==> src/rtl/irq_bank_pkg.sv <==
package irq_bank_pkg;
  localparam int ADDR_W    = 5;
  localparam int NUM_LINES = 2;
  localparam int A_CTRL    = 'h00;
  localparam int A_EDGE    = 'h08;
  localparam int A_STAT    = 'h10;
  localparam int A_MASK    = 'h14;
  localparam int LINE_STEP = 'h08;

  function automatic int bytes_for(input int nbits);
    return (nbits + 7) / 8;
  endfunction
endpackage

==> src/rtl/irq_edge_detect.sv <==
module irq_edge_detect #(
  parameter int NUM_SRC = 20
) (
  input  logic               clk,
  input  logic               rst,
  input  logic [NUM_SRC-1:0] src_i,
  input  logic [NUM_SRC-1:0] rise_en_i,
  input  logic [NUM_SRC-1:0] fall_en_i,
  output logic [NUM_SRC-1:0] evt_o
);
  logic [NUM_SRC-1:0] meta_q, sync_q, prev_q;

  always_ff @(posedge clk) begin
    if (rst) begin
      meta_q <= '0;
      sync_q <= '0;
      prev_q <= '0;
    end else begin
      meta_q <= src_i;
      sync_q <= meta_q;
      prev_q <= sync_q;
    end
  end

  for (genvar i = 0; i < NUM_SRC; i++) begin : g_src
    assign evt_o[i] = (rise_en_i[i] &  sync_q[i] & ~prev_q[i]) |
                      (fall_en_i[i] & ~sync_q[i] &  prev_q[i]);
  end
endmodule

==> src/rtl/irq_line_status.sv <==
module irq_line_status #(
  parameter int NUM_SRC = 20,
  parameter int NB      = 3
) (
  input  logic               clk,
  input  logic               rst,
  input  logic [NUM_SRC-1:0] evt_i,
  input  logic               cor_i,
  input  logic [NB-1:0]      st_rd_i,
  input  logic [NB-1:0]      st_wr_i,
  input  logic [NB-1:0]      mk_wr_i,
  input  logic [7:0]         wdata_i,
  output logic [NUM_SRC-1:0] status_o,
  output logic [NUM_SRC-1:0] mask_o,
  output logic               irq_o
);
  logic [NUM_SRC-1:0] st_q, pend_q, mk_q, clr_v, st_d, pend_d;
  logic               irq_q;

  for (genvar i = 0; i < NUM_SRC; i++) begin : g_clr
    localparam int BY = i / 8;
    localparam int BI = i % 8;
    assign clr_v[i] = cor_i ? (st_rd_i[BY] & st_q[i]) : (st_wr_i[BY] & wdata_i[BI]);
  end

  always_comb begin
    st_d   = st_q;
    pend_d = pend_q;
    for (int i = 0; i < NUM_SRC; i++) begin
      if (clr_v[i]) begin
        if (evt_i[i]) begin
          st_d[i] = 1'b1;
        end else begin
          st_d[i]   = pend_q[i];
          pend_d[i] = 1'b0;
        end
      end else if (evt_i[i]) begin
        if (st_q[i]) pend_d[i] = 1'b1;
        else         st_d[i]   = 1'b1;
      end
    end
  end

  always_ff @(posedge clk) begin
    if (rst) begin
      st_q   <= '0;
      pend_q <= '0;
      mk_q   <= '1;
      irq_q  <= 1'b0;
    end else begin
      st_q   <= st_d;
      pend_q <= pend_d;
      for (int i = 0; i < NUM_SRC; i++) begin
        if (mk_wr_i[i/8]) mk_q[i] <= wdata_i[i%8];
      end
      irq_q  <= |(st_q & ~mk_q);
    end
  end

  assign status_o = st_q;
  assign mask_o   = mk_q;
  assign irq_o    = irq_q;

  // a fully masked line never requests on the next clock
  p_masked_quiet_r4: assert property (@(posedge clk) disable iff (rst)
    (&mk_q) |=> !irq_o);

  // a status bit rises only from an event or a pending entry
  p_set_needs_event_r3: assert property (@(posedge clk) disable iff (rst)
    1'b1 |=> ((st_q & ~$past(st_q) & ~$past(evt_i | pend_q)) == '0));

  // a cleared bit with a pending entry comes straight back
  p_pend_reassert_r8: assert property (@(posedge clk) disable iff (rst)
    (|(clr_v & pend_q)) |=> ((st_q & $past(clr_v & pend_q)) == $past(clr_v & pend_q)));

  // clear-on-read drops returned bits that had no event or pending entry
  p_cor_clear_r6: assert property (@(posedge clk) disable iff (rst)
    (cor_i && |st_rd_i) |=> ((st_q & $past(clr_v) & ~$past(evt_i) & ~$past(pend_q)) == '0));
endmodule

==> src/rtl/irq_src_bank.sv <==
module irq_src_bank
  import irq_bank_pkg::*;
#(
  parameter int NUM_SRC = 20
) (
  input  logic               clk,
  input  logic               rst,
  input  logic [NUM_SRC-1:0] src_i,
  input  logic [4:0]         addr_i,
  input  logic [7:0]         wdata_i,
  input  logic               wr_en_i,
  input  logic               rd_en_i,
  output logic [7:0]         rdata_o,
  output logic [1:0]         irq_o
);
  localparam int NB = bytes_for(NUM_SRC);
  localparam int EB = bytes_for(2 * NUM_SRC);

  logic              cor_q;
  logic [EB*8-1:0]   edge_q;
  logic [NUM_SRC-1:0] rise_en, fall_en, evt;
  logic [NUM_SRC-1:0] status [NUM_LINES];
  logic [NUM_SRC-1:0] mask   [NUM_LINES];
  logic [NB*8-1:0]   st_pad [NUM_LINES];
  logic [NB*8-1:0]   mk_pad [NUM_LINES];
  logic [NB-1:0]     st_rd  [NUM_LINES];
  logic [NB-1:0]     st_wr  [NUM_LINES];
  logic [NB-1:0]     mk_wr  [NUM_LINES];
  logic [7:0]        rd_mux, rdata_q;

  always_ff @(posedge clk) begin
    if (rst) begin
      cor_q  <= 1'b0;
      edge_q <= '0;
    end else if (wr_en_i) begin
      if (addr_i == ADDR_W'(A_CTRL)) cor_q <= wdata_i[0];
      for (int b = 0; b < EB; b++) begin
        if (addr_i == ADDR_W'(A_EDGE + b)) edge_q[b*8 +: 8] <= wdata_i;
      end
    end
  end

  for (genvar i = 0; i < NUM_SRC; i++) begin : g_cfg
    assign rise_en[i] = edge_q[2*i+1];
    assign fall_en[i] = edge_q[2*i];
  end

  irq_edge_detect #(.NUM_SRC(NUM_SRC)) u_edge (
    .clk       (clk),
    .rst       (rst),
    .src_i     (src_i),
    .rise_en_i (rise_en),
    .fall_en_i (fall_en),
    .evt_o     (evt)
  );

  for (genvar l = 0; l < NUM_LINES; l++) begin : g_line
    for (genvar b = 0; b < NB; b++) begin : g_dec
      assign st_rd[l][b] = rd_en_i && (addr_i == ADDR_W'(A_STAT + l*LINE_STEP + b));
      assign st_wr[l][b] = wr_en_i && (addr_i == ADDR_W'(A_STAT + l*LINE_STEP + b));
      assign mk_wr[l][b] = wr_en_i && (addr_i == ADDR_W'(A_MASK + l*LINE_STEP + b));
    end

    irq_line_status #(.NUM_SRC(NUM_SRC), .NB(NB)) u_line (
      .clk      (clk),
      .rst      (rst),
      .evt_i    (evt),
      .cor_i    (cor_q),
      .st_rd_i  (st_rd[l]),
      .st_wr_i  (st_wr[l]),
      .mk_wr_i  (mk_wr[l]),
      .wdata_i  (wdata_i),
      .status_o (status[l]),
      .mask_o   (mask[l]),
      .irq_o    (irq_o[l])
    );

    always_comb begin
      st_pad[l] = '0;
      st_pad[l][NUM_SRC-1:0] = status[l];
      mk_pad[l] = '1;
      mk_pad[l][NUM_SRC-1:0] = mask[l];
    end
  end

  always_comb begin
    rd_mux = 8'h00;
    if (addr_i == ADDR_W'(A_CTRL)) rd_mux = {7'd0, cor_q};
    for (int b = 0; b < EB; b++) begin
      if (addr_i == ADDR_W'(A_EDGE + b)) rd_mux = edge_q[b*8 +: 8];
    end
    for (int l = 0; l < NUM_LINES; l++) begin
      for (int b = 0; b < NB; b++) begin
        if (addr_i == ADDR_W'(A_STAT + l*LINE_STEP + b)) rd_mux = st_pad[l][b*8 +: 8];
        if (addr_i == ADDR_W'(A_MASK + l*LINE_STEP + b)) rd_mux = mk_pad[l][b*8 +: 8];
      end
    end
  end

  always_ff @(posedge clk) begin
    if (rst) rdata_q <= 8'h00;
    else     rdata_q <= rd_en_i ? rd_mux : 8'h00;
  end

  assign rdata_o = rdata_q;

  // no read strobe means zero read data on the next clock
  p_rd_idle_zero_r10: assert property (@(posedge clk) disable iff (rst)
    !rd_en_i |=> (rdata_o == 8'h00));
endmodule

==> config.mk <==
export PLATFORM = sky130hd
export DESIGN_NAME = irq_src_bank
export DESIGN_NICKNAME = d
export VERILOG_FILES = /design/src/rtl/irq_bank_pkg.sv /design/src/rtl/irq_edge_detect.sv /design/src/rtl/irq_line_status.sv /design/src/rtl/irq_src_bank.sv
export SDC_FILE = /design/constraint.sdc
export NUM_CORES = 1
export LEC_CHECK = 0
export BUFFER_PORTS_ARGS = -buffer_cell sky130_fd_sc_hd__buf_2
export CORE_AREA = 2 2 152 154
export CTS_BUF_LIST = sky130_fd_sc_hd__clkbuf_8
export DETAILED_ROUTE_END_ITERATION = 8
export DIE_AREA = 0 0 154 156
export PLACE_DENSITY = 0.63
export SLEW_MARGIN = 10
export SYNTH_ARGS = -nofsm -noshare
export SYNTH_HDL_FRONTEND = slang
export SYNTH_SLANG_ARGS = --single-unit
export TNS_END_PERCENT = 20
==> constraint.sdc <==
create_clock -name clk -period 2.35 [get_ports clk]
set_input_delay 0.3525 -clock clk [delete_from_list [all_inputs] [get_ports clk]]
set_output_delay 0.3525 -clock clk [all_outputs]
set_load 0.02 [all_outputs]
Word-level counts from Yosys, hierarchy flattened
Cells that the tools add are included.
{ "classes": {"n_eq_ne": 57, "n_mux": 298, "bitwise_logic": 225, "reduce_logical": 148} }
{ "ops": {"columns": ["op", "count"], "rows": [
  ["$mux W1", 281],
  ["$and A1 B1 Y1", 160],
  ["$reduce_bool A2 Y1", 80],
  ["$mux W8", 17],
  ["$reduce_and A3 Y1", 40],
  ["$ne A2 B2 Y1 const B", 40],
  ["$eq A5 B5 Y1 const B", 12],
  ["$not A1 Y1", 41],
  ["$and A20 B20 Y20", 2],
  ["$not A20 Y20", 2],
  ["$reduce_or A20 Y1", 2],
  ["$eq A5 B4 Y1 const B", 5],
  ["$or A1 B1 Y1", 20],
  ["$logic_and A1 B1 Y1", 18],
  ["$reduce_and A2 Y1", 6],
  ["$logic_not A5 Y1", 1],
  ["$reduce_or A2 Y1", 1]
]} }
{ "totals": {"regBits": 231, "inputBits": 37, "out_inout_bits": 10, "wordCells": 826} }

Longest topological paths before layout
Gate-level depths: netlist (run 1).
{ "depth": {"word_depth": 19, "depth_mapped": 10, "mapped_depth_nobuf": 8} }

Modules after synthesis
Synthesis (run 1) repeated with hierarchy kept, for this count alone.
{ "hier_totals": {"cells_unflattened": 1256, "area_unflattened_um2": 11059.4} }
{ "modules_own_cells": {"columns": ["mod", "n_inst", "cells_per_inst", "area_each_um2", "seq_area_each_um2"], "rows": [
  ["irq_line_status", 2, 312, 2865.2, 1221.2],
  ["irq_src_bank", 1, 446, 3447.1, 980.9],
  ["irq_edge_detect", 1, 186, 1881.8, 1201.2]
]} }

Worst setup path after synthesis (run 1)
OpenSTA, ideal clock, no wires.
{ "synth_path": {"kind": "input-to-reg", "from": "in addr_i[0]", "to": "reg g_line[0].u_line.pend_q[16]", "setup_time_ps": 134, "arrival_ps": 2044, "required_time_ps": 2216, "path_slack_ps": 172, "path_stages": 9, "n_path_buf": 2, "cell_sequence": "buf_6 -> or3b_1 -> buf_4 -> or2_2 -> a21oi_1 -> inv_1 -> ha_1 -> a21oi_1 -> a211oi_1"} }
{ "synth_between": {"word_cells_on_any_way": 11, "classes_between": "eq/ne: 2; mux: 2; bitwise: 2; reduce/logical: 5"} }
{ "synth_rtl": {"columns": ["item", "line_no", "rtl"], "rows": [
  ["from (decl)", "irq_src_bank.sv:9", "input logic [4:0] addr_i,"],
  ["$eq A5 B5 Y1 *", "irq_src_bank.sv:59, irq_src_bank.sv:60", null],
  ["$logic_and A1 B1 Y1, on equally long branches", "irq_src_bank.sv:60, irq_src_bank.sv:59", null],
  ["$and A1 B1 Y1", "irq_line_status.sv:23", "assign clr_v[i] = cor_i ? (st_rd_i[BY] & st_q[i]) : (st_wr_i[BY] & wdata_i[BI]);"],
  ["$mux W1 *", "irq_line_status.sv:23", null],
  ["$mux W1 *", "irq_line_status.sv:30", "if (clr_v[i]) begin"],
  ["via g_line[0].u_line.pend_d[16]", "irq_line_status.sv:17", "logic [NUM_SRC-1:0] st_q, pend_q, mk_q, clr_v, st_d, pend_d;"],
  ["to (signal assigned)", "irq_line_status.sv:52", "pend_q <= pend_d;"],
  ["to (decl)", "irq_line_status.sv:17", null]
]} }
Mark *: on every way through the listed nets, which the timed path passes. The rest lies on a longest branch.
A chain may end at the register's enable or synchronous reset.

Worst setup path in the final report (run 1)
{ "layout_path": {"from": "reg cor_q", "to": "reg g_line[0].u_line.pend_q[3]"} }
{ "layout_between": {"word_cells_on_any_way": 6, "classes_between": "eq/ne: 1; mux: 2; reduce/logical: 3"} }
{ "layout_rtl": {"columns": ["item", "line_no", "rtl"], "rows": [
  ["from (decl)", "irq_src_bank.sv:19", "logic cor_q;"],
  ["from (signal assigned)", "irq_src_bank.sv:36", "if (addr_i == ADDR_W'(A_CTRL)) cor_q <= wdata_i[0];"],
  ["$mux W1", "irq_line_status.sv:23", null],
  ["$mux W1", "irq_line_status.sv:30", null],
  ["via g_line[0].u_line.pend_d[3]", "irq_line_status.sv:17", null]
]} }
The timed path passes the listed nets, and every way through them passes these cells.

==> results.json, run 1 <==
{
  "outcome": "completed",
  "p_per_area_nw_per_um2": 656,
  "placed_cell_area_um2": 12000,
  "crit_required_ns": 2.71,
  "cpMostUsedCell": "a21oi_1",
  "p_total_w": 0.00845,
  "worstHoldPathType": "in2reg",
  "hpwl_um": 28000,
  "hold_violations": 0,
  "num_rows": 55,
  "start_kind": "flip-flop",
  "critical_path.endpoint_type": "flip-flop",
  "place_congestion": 1.02,
  "tns_ns": 0,
  "fmax_mhz": 477,
  "groute.usage.overall": 0.314,
  "ys_async_sr_fraction": 0,
  "holdPathEnd": "u_edge.meta_q[1]$_SDFF_PP0_",
  "r2r_slack_ns": 0.25,
  "arrival_ns": 2.46,
  "pwr-share-clk": 0.451,
  "vias_per_cell": 5.93,
  "drive_gt1_frac": 0.176,
  "die_area_um2": 24000,
  "multi_input_area_um2": 5590,
  "netlist_top_cells_area": "dfxtp_1 42%, mux2i_1 5.2%, a21oi_1 4.2%",
  "slowest_delay_ns": 0.37,
  "yosys_warnings": 0,
  "crit_chain": "nor2b_1, buf_4, nand2_1, a21oi_1, inv_1, ha_1, a21oi_1, a211oi_1",
  "synth_nets": 1322,
  "rsz0062_at_grt": "no",
  "cts_max_path_buffers": 3,
  "dr.pass1.iters": 5,
  "clkSlewWorstSetupHoldPaths_ns": 0.06,
  "crit_type": "reg2reg",
  "sw_frac_of_total": 0.246,
  "cts_resized": 0,
  "final_min_period_over_clock_period": 0.892,
  "synth_top_area_share": 0.422,
  "grt_pass1_vias": 9443,
  "p_int_w": 0.00637,
  "drcViolationCount": 0,
  "io_buffers": 46,
  "start_util": 0.490,
  "worstHoldStart": "src_i[1]",
  "vias": 10072,
  "postCtsHoldBufs": 0,
  "finalSetupViolCount": 0,
  "wl_per_cell_um": 22.2,
  "post-cts-setup-buffers": 0,
  "antenna_found_initial": 1,
  "slew_viol_final": 0,
  "die_y_um": 156,
  "fin_nets": 1441,
  "drtIter0Drc": 896,
  "min_path_cells": 2,
  "dominantRegCellSynth": "dfxtp_1",
  "synth_edf_count": 0,
  "cts_tree": "yes",
  "worst_slack_ns": 0.253,
  "cts_buffers": 41,
  "cp_slowest_cell": "dfxtp_1",
  "clk_latency_ns": 0.55,
  "p_comb_frac": 0.073,
  "rr_worst_depth": 8,
  "grt_max_degree": 224,
  "power_leakage_nw": 5.01,
  "netlist_instances": 1265,
  "routed_wl_um": 37800,
  "drv_cap": 0,
  "postRouteAntennaNets": 0,
  "seq_area_um2": 4620,
  "yosysSeqAreaShare": 0.422,
  "ys_seq_elements": 231,
  "reg2reg_from": "cor_q$_SDFFE_PP0P_",
  "syn-mean-instance-area_um2": 8.66,
  "peakVddDrop_mv": 0.503,
  "r2r-end": "g_line[0].u_line.pend_q[3]$_SDFFE_PP0P_",
  "areaGrowthSynthToFinish_pct": 17.5,
  "crit_fanout": 8,
  "n_fill_cell": 2079,
  "fin_area_um2": 12900,
  "slew_headroom": 0.364,
  "num_io_pins": 47,
  "grt_pass1_wl_um": 57400,
  "syn-cell-area_um2": 11000,
  "coreArea_um2": 22400,
  "pwr-share-seq": 0.476,
  "hold_slack_ns": 0.0322,
  "p_sw_w": 0.00208,
  "cts.sinks": 231,
  "cts-htree-levels": 2,
  "grt-ovfl-total": 0,
  "skew_ns": 0.0316,
  "place_ws_ns": 0.0689,
  "synth_top_area_cell": "dfxtp_1",
  "synth.distinct_cells": 78,
  "finalCriticalPeriod_ns": 2.10,
  "fp.dieW_um": 154,
  "tightest_slew_ns": 0.954,
  "clockRootBuffer": "clkbuf_8",
  "final_common_cell": "dfxtp_1",
  "layout_common_cells": "231 x dfxtp_1, 105 x buf_4, 104 x inv_1"
}
==> logic make-up after synthesis <==
logic type	after synthesis	share of synthesized area
buffers and inverters	171	0.0685
flip-flops	231	0.422
multiplexers	63	0.0603
AO/OA/AOI/OAI	353	0.219
adder cells (fa/ha/maj)	20	0.0228
AND/OR/NAND/NOR	427	0.207
==> synth_stat cells, types with 3 or more instances <==
master and count:
a31oi_1 3, nor2b_1 67, nand2_1 88, a21o_1 24, a32oi_1 3, a21oi_1 93
o21a_1 4, buf_2 24, nand4_1 6, nand3b_1 26, o221ai_1 6, o22ai_1 22
nor3_1 32, o32ai_1 3, or2_2 4, inv_1 90, buf_6 7, and3_1 18
o2111ai_1 4, a22oi_1 3, nand2b_1 13, o211ai_1 9, mux2i_1 57, a221oi_1 26
mux2_2 4, nor4_1 5, and3b_1 3, a211o_1 40, or3_1 3, o21ai_0 61
nor2_1 98, o22a_1 6, nand2_2 4, clkbuf_1 41, ha_1 20, buf_4 7
a211oi_1 26, nand3_1 33, dfxtp_1 231
==> through the flow <==
step           cells   util
2_1_floorplan   1265      -
3_3_place_gp    1626  0.538
3_5_place_dp    1626  0.538
4_1_cts         1698  0.576
5_1_grt         1698  0.576
6_report        1699  0.576
==> layer usage <==
layer | wire [um] | vias to the layer above | track usage
met1 | 16900 | 4869 | 0.427
met4 | 1430 | 0 | 0.123
met5 | 0 | - | 0
met3 | 2320 | 80 | 0.0489
met2 | 17100 | 356 | 0.505
li1 | - | 4767 | -
==> power by group through the flow <==
stage / combinational [W] / sequential (W) / clock [W]
floorplan: 0.000354 / 0.00410 / 0
global placement: 0.000598 / 0.00411 / 0
detailed placement: 0.000597 / 0.00411 / 0
CTS: 0.000600 / 0.00402 / 0.00388
global route: 0.000649 / 0.00403 / 0.00406
finish: 0.000613 / 0.00402 / 0.00382
==> state kept, by name, summed over array words and instances, names as in the netlist <==
signal	count
edge_q	40
g_line.u_line.mask_o	40
g_line.u_line.pend_q	40
g_line.u_line.status_o	40
u_edge.meta_q	20
u_edge.prev_q	20
u_edge.sync_q	20
rdata_o	8
g_line.u_line.irq_o	2
cor_q	1
==> critical path: cells and delay by family, from the launching register on <==
| family | cells | cell delay [ns] |
|---|---|---|
| buffers and inverters | 2 | 0.25 |
| flip-flops | 1 | 0.37 |
| adder cells (fa/ha/maj) | 1 | 0.31 |
| AND/OR/NAND/NOR | 2 | 0.47 |
| AO/OA/AOI/OAI | 3 | 0.54 |
==> worst max-delay path by stage <==
stage / slack [ns] / from / to / cells past startpoint
after floorplan: 0.17 / addr_i[0] / g_line[0].u_line.pend_q[16]$_SDFFE_PP0P_ / 9
after global placement: 0.13 / addr_i[4] / g_line[0].u_line.pend_q[16]$_SDFFE_PP0P_ / 8
after detailed placement: 0.07 / addr_i[4] / g_line[0].u_line.pend_q[19]$_SDFFE_PP0P_ / 8
after CTS: 0.28 / cor_q$_SDFFE_PP0P_ / g_line[0].u_line.pend_q[3]$_SDFFE_PP0P_ / 8
after global routing: 0.09 / cor_q$_SDFFE_PP0P_ / g_line[0].u_line.pend_q[3]$_SDFFE_PP0P_ / 8
final: 0.25 / cor_q$_SDFFE_PP0P_ / g_line[0].u_line.pend_q[3]$_SDFFE_PP0P_ / 8
==> cell type report <==
type | instances | area share
multi-input cells | 863 | 0.434
flip-flops and latches | 231 | 0.359
repair buffers | 156 | 0.0873
clock buffers | 51 | 0.0545
well taps | 285 | 0.0277
inverters | 91 | 0.0265
clock inverters | 21 | 0.0109
diodes | 1 | 0.000194
Power figures use the tool's default switching activity.
==> run 2, diff against run 1 <==
ABC_AREA = 1   (was default)
CORE_AREA = 2 2 148 150   (was 2 2 152 154)
DIE_AREA = 0 0 150 152   (was 0 0 154 156)
==> run 2 against run 1 <==
Against the previous run: combinational power fell by 1%; final area fell by 5.6%; clock power fell by 11%; first-iteration DRC count fell by 9.4%; largest cell class is now sequential cells.
==> results.json, run 2 <==
{
  "pwr-share-clk": 0.420,
  "slew_viol_final": 0,
  "min_path_cells": 3,
  "reg2reg_from": "cor_q$_SDFFE_PP0P_",
  "p_sw_w": 0.00207,
  "vias": 9955,
  "yosys.cell_count.top_type": "nand2_1",
  "tns_ns": 0,
  "antennaDiodeCount": 0,
  "cts.sinks": 231,
  "synth_top_family_by_area": "simple AND/OR/NAND/NOR gates",
  "cts_max_path_buffers": 3,
  "synth_top_area_cell": "dfxtp_1",
  "synthAdderAreaFrac": 0.0240,
  "drcViolationCount": 0,
  "routed_wl_um": 32000,
  "grt_pass1_wl_um": 49900,
  "worstHoldStart": "src_i[8]",
  "groute.usage.overall": 0.282,
  "skew_ns": 0.0249,
  "pwr-share-seq": 0.504,
  "areaGrowthSynthToFinish_pct": 16.9,
  "slew_headroom": 0.505,
  "synth_compound_area_frac": 0.191,
  "synthSimpleGateAreaFrac": 0.226,
  "power_leakage_nw": 5.30,
  "grt_max_degree": 108,
  "n_fill_cell": 2128,
  "netlist_instances": 1452,
  "hold_slack_ns": 0.0448,
  "rsz0062_at_grt": "no",
  "worstHoldPathType": "in2reg",
  "postRouteAntennaNets": 0,
  "cts_tree": "yes",
  "dominantRegCellSynth": "dfxtp_1",
  "grt-ovfl-total": 0,
  "p_comb_frac": 0.075,
  "critical_path.endpoint_type": "flip-flop",
  "io_buffers": 46,
  "die_area_um2": 22800,
  "fp.dieW_um": 150,
  "layout_common_cells": "296 x nand2_1, 261 x inv_1, 231 x dfxtp_1",
  "synth_edf_count": 0,
  "netlist_top_cells_area": "dfxtp_1 44%, nand2_1 11%, inv_1 9.0%",
  "final_common_cell": "nand2_1",
  "finalCriticalPeriod_ns": 2.09,
  "vias_per_cell": 5.32,
  "num_io_pins": 47,
  "arrival_ns": 2.53,
  "wl_per_cell_um": 17.1,
  "finalCoreUtilization": 0.570,
  "synth.area.mux_share": 0,
  "coreArea_um2": 21400,
  "seq_area_um2": 4620,
  "fmax_mhz": 477,
  "ys_top_cells_by_count": "296 x nand2_1, 250 x inv_1, 231 x dfxtp_1",
  "start_util": 0.487,
  "clk_latency_ns": 0.55,
  "grt_pass1_vias": 9336,
  "clkSlewWorstSetupHoldPaths_ns": 0.06,
  "cts-htree-levels": 2,
  "final_min_period_over_clock_period": 0.891,
  "num_rows": 54,
  "hold_violations": 0,
  "post-cts-setup-buffers": 0,
  "hpwl_um": 23400,
  "synth_nets": 1509,
  "yosysSeqAreaShare": 0.444,
  "crit_fanout": 11,
  "ys_async_sr_fraction": 0,
  "drtIter0Drc": 812,
  "crit_type": "reg2reg",
  "r2r_slack_ns": 0.26,
  "fin_nets": 1624,
  "crit_required_ns": 2.78,
  "p_int_w": 0.00598,
  "cts_buffers": 40,
  "drive_gt1_frac": 0.122,
  "tightest_slew_ns": 0.739,
  "cp-startpoint": "cor_q$_SDFFE_PP0P_",
  "clockRootBuffer": "clkbuf_8",
  "holdPathEnd": "u_edge.meta_q[8]$_SDFF_PP0_",
  "synth_top_area_share": 0.444,
  "yosys_warnings": 0,
  "synth.distinct_cells": 34,
  "rr_worst_depth": 8,
  "start_kind": "flip-flop",
  "peakVddDrop_mv": 0.449,
  "p_per_area_nw_per_um2": 662,
  "r2r-end": "g_line[0].u_line.pend_q[6]$_SDFFE_PP0P_",
  "drv_cap": 0,
  "multi_input_area_um2": 4590,
  "syn-mean-instance-area_um2": 7.17,
  "finalSetupViolCount": 0,
  "sw_frac_of_total": 0.257,
  "outcome": "completed",
  "antenna_found_initial": 0,
  "dr.pass1.iters": 6,
  "syn-cell-area_um2": 10400,
  "place_congestion": 0.985,
  "die_y_um": 152,
  "synth_xor_area_frac": 0,
  "ys_seq_elements": 231
}
## run 2: cell types whose count changed after synthesis, moves of 32 or more
cell     previous run  this run
mux2i_1            57         0
o21ai_0            61        94
a211o_1            40         8
inv_1              90       250
nand2_1            88       296
nor2b_1            67         0
## run 2: critical path, stage by stage (launching register included)
cell        delay [ns]
dfxtp_1           0.37
clkinvlp_4        0.32
nand3_1           0.46
o21ai_0           0.16
nand2_1           0.12
ha_1              0.25
a21oi_1           0.16
a211o_1           0.11
inv_1             0.03
## run 2: cell families (layout without fill, tap and decap cells)
| kind of cell | count (synthesis) | count (layout) |
|---|---|---|
| AND/OR/NAND/NOR | 553 | 553 |
| adder cells (fa/ha/maj) | 20 | 20 |
| AO/OA/AOI/OAI | 336 | 336 |
| flip-flops | 231 | 231 |
| buffers and inverters | 312 | 450 |
## run 2: how the worst max path moves through the flow
stage | endpoint | slack [ns] | cells past startpoint
after global placement | g_line[0].u_line.pend_q[19]$_SDFFE_PP0P_ | 0.13 | 13
after floorplan | g_line[0].u_line.pend_q[11]$_SDFFE_PP0P_ | 0.38 | 12
after detailed placement | g_line[0].u_line.pend_q[16]$_SDFFE_PP0P_ | 0.09 | 12
final | g_line[0].u_line.pend_q[6]$_SDFFE_PP0P_ | 0.26 | 8
after CTS | g_line[0].u_line.pend_q[9]$_SDFFE_PP0P_ | 0.11 | 9
after global routing | g_line[0].u_line.pend_q[14]$_SDFFE_PP0P_ | 0.18 | 8
## run 2: area by class of cell
| cell class | instances | share of cell area |
|---|---|---|
| flip-flops and latches | 231 | 0.380 |
| clock buffers | 46 | 0.0520 |
| well taps | 280 | 0.0288 |
| multi-input cells | 909 | 0.377 |
| repair buffers | 126 | 0.0743 |
| inverters | 259 | 0.0802 |
| clock inverters | 19 | 0.00710 |
## run 2: power by group through the flow
stage          sequential [W]  clock, W  combinational (W)
2_1_floorplan         0.00413         0           0.000326
3_3_place_gp          0.00415         0           0.000565
3_5_place_dp          0.00415         0           0.000572
4_1_cts               0.00406   0.00346           0.000595
5_1_grt               0.00407   0.00365           0.000661
6_report              0.00406   0.00339           0.000605
## run 2: metrics by stage
stage	total power, W	instance area (um^2)	cells	setup WS [ns]
3_3_place_gp	0.00471	11300	1787	0.130
5_1_grt	0.00838	12200	1870	0.178
4_1_cts	0.00812	12200	1870	0.111
2_1_floorplan	0.00446	10400	1452	0.383
6_report	0.00806	12200	1870	0.255
3_5_place_dp	0.00472	11300	1787	0.0888
## run 2: layer usage
layer / GRT usage / routed length [um]
met3: 0.0502 / 2330
met5: 0 / 0
met2: 0.456 / 14300
met1: 0.372 / 14000
met4: 0.117 / 1380
## run 2: timing repair
action	CTS	global route
hold buffers	18	0
hold endpoints to repair	18	0
endpoints found under the setup margin	0	6
resized for setup	0	1
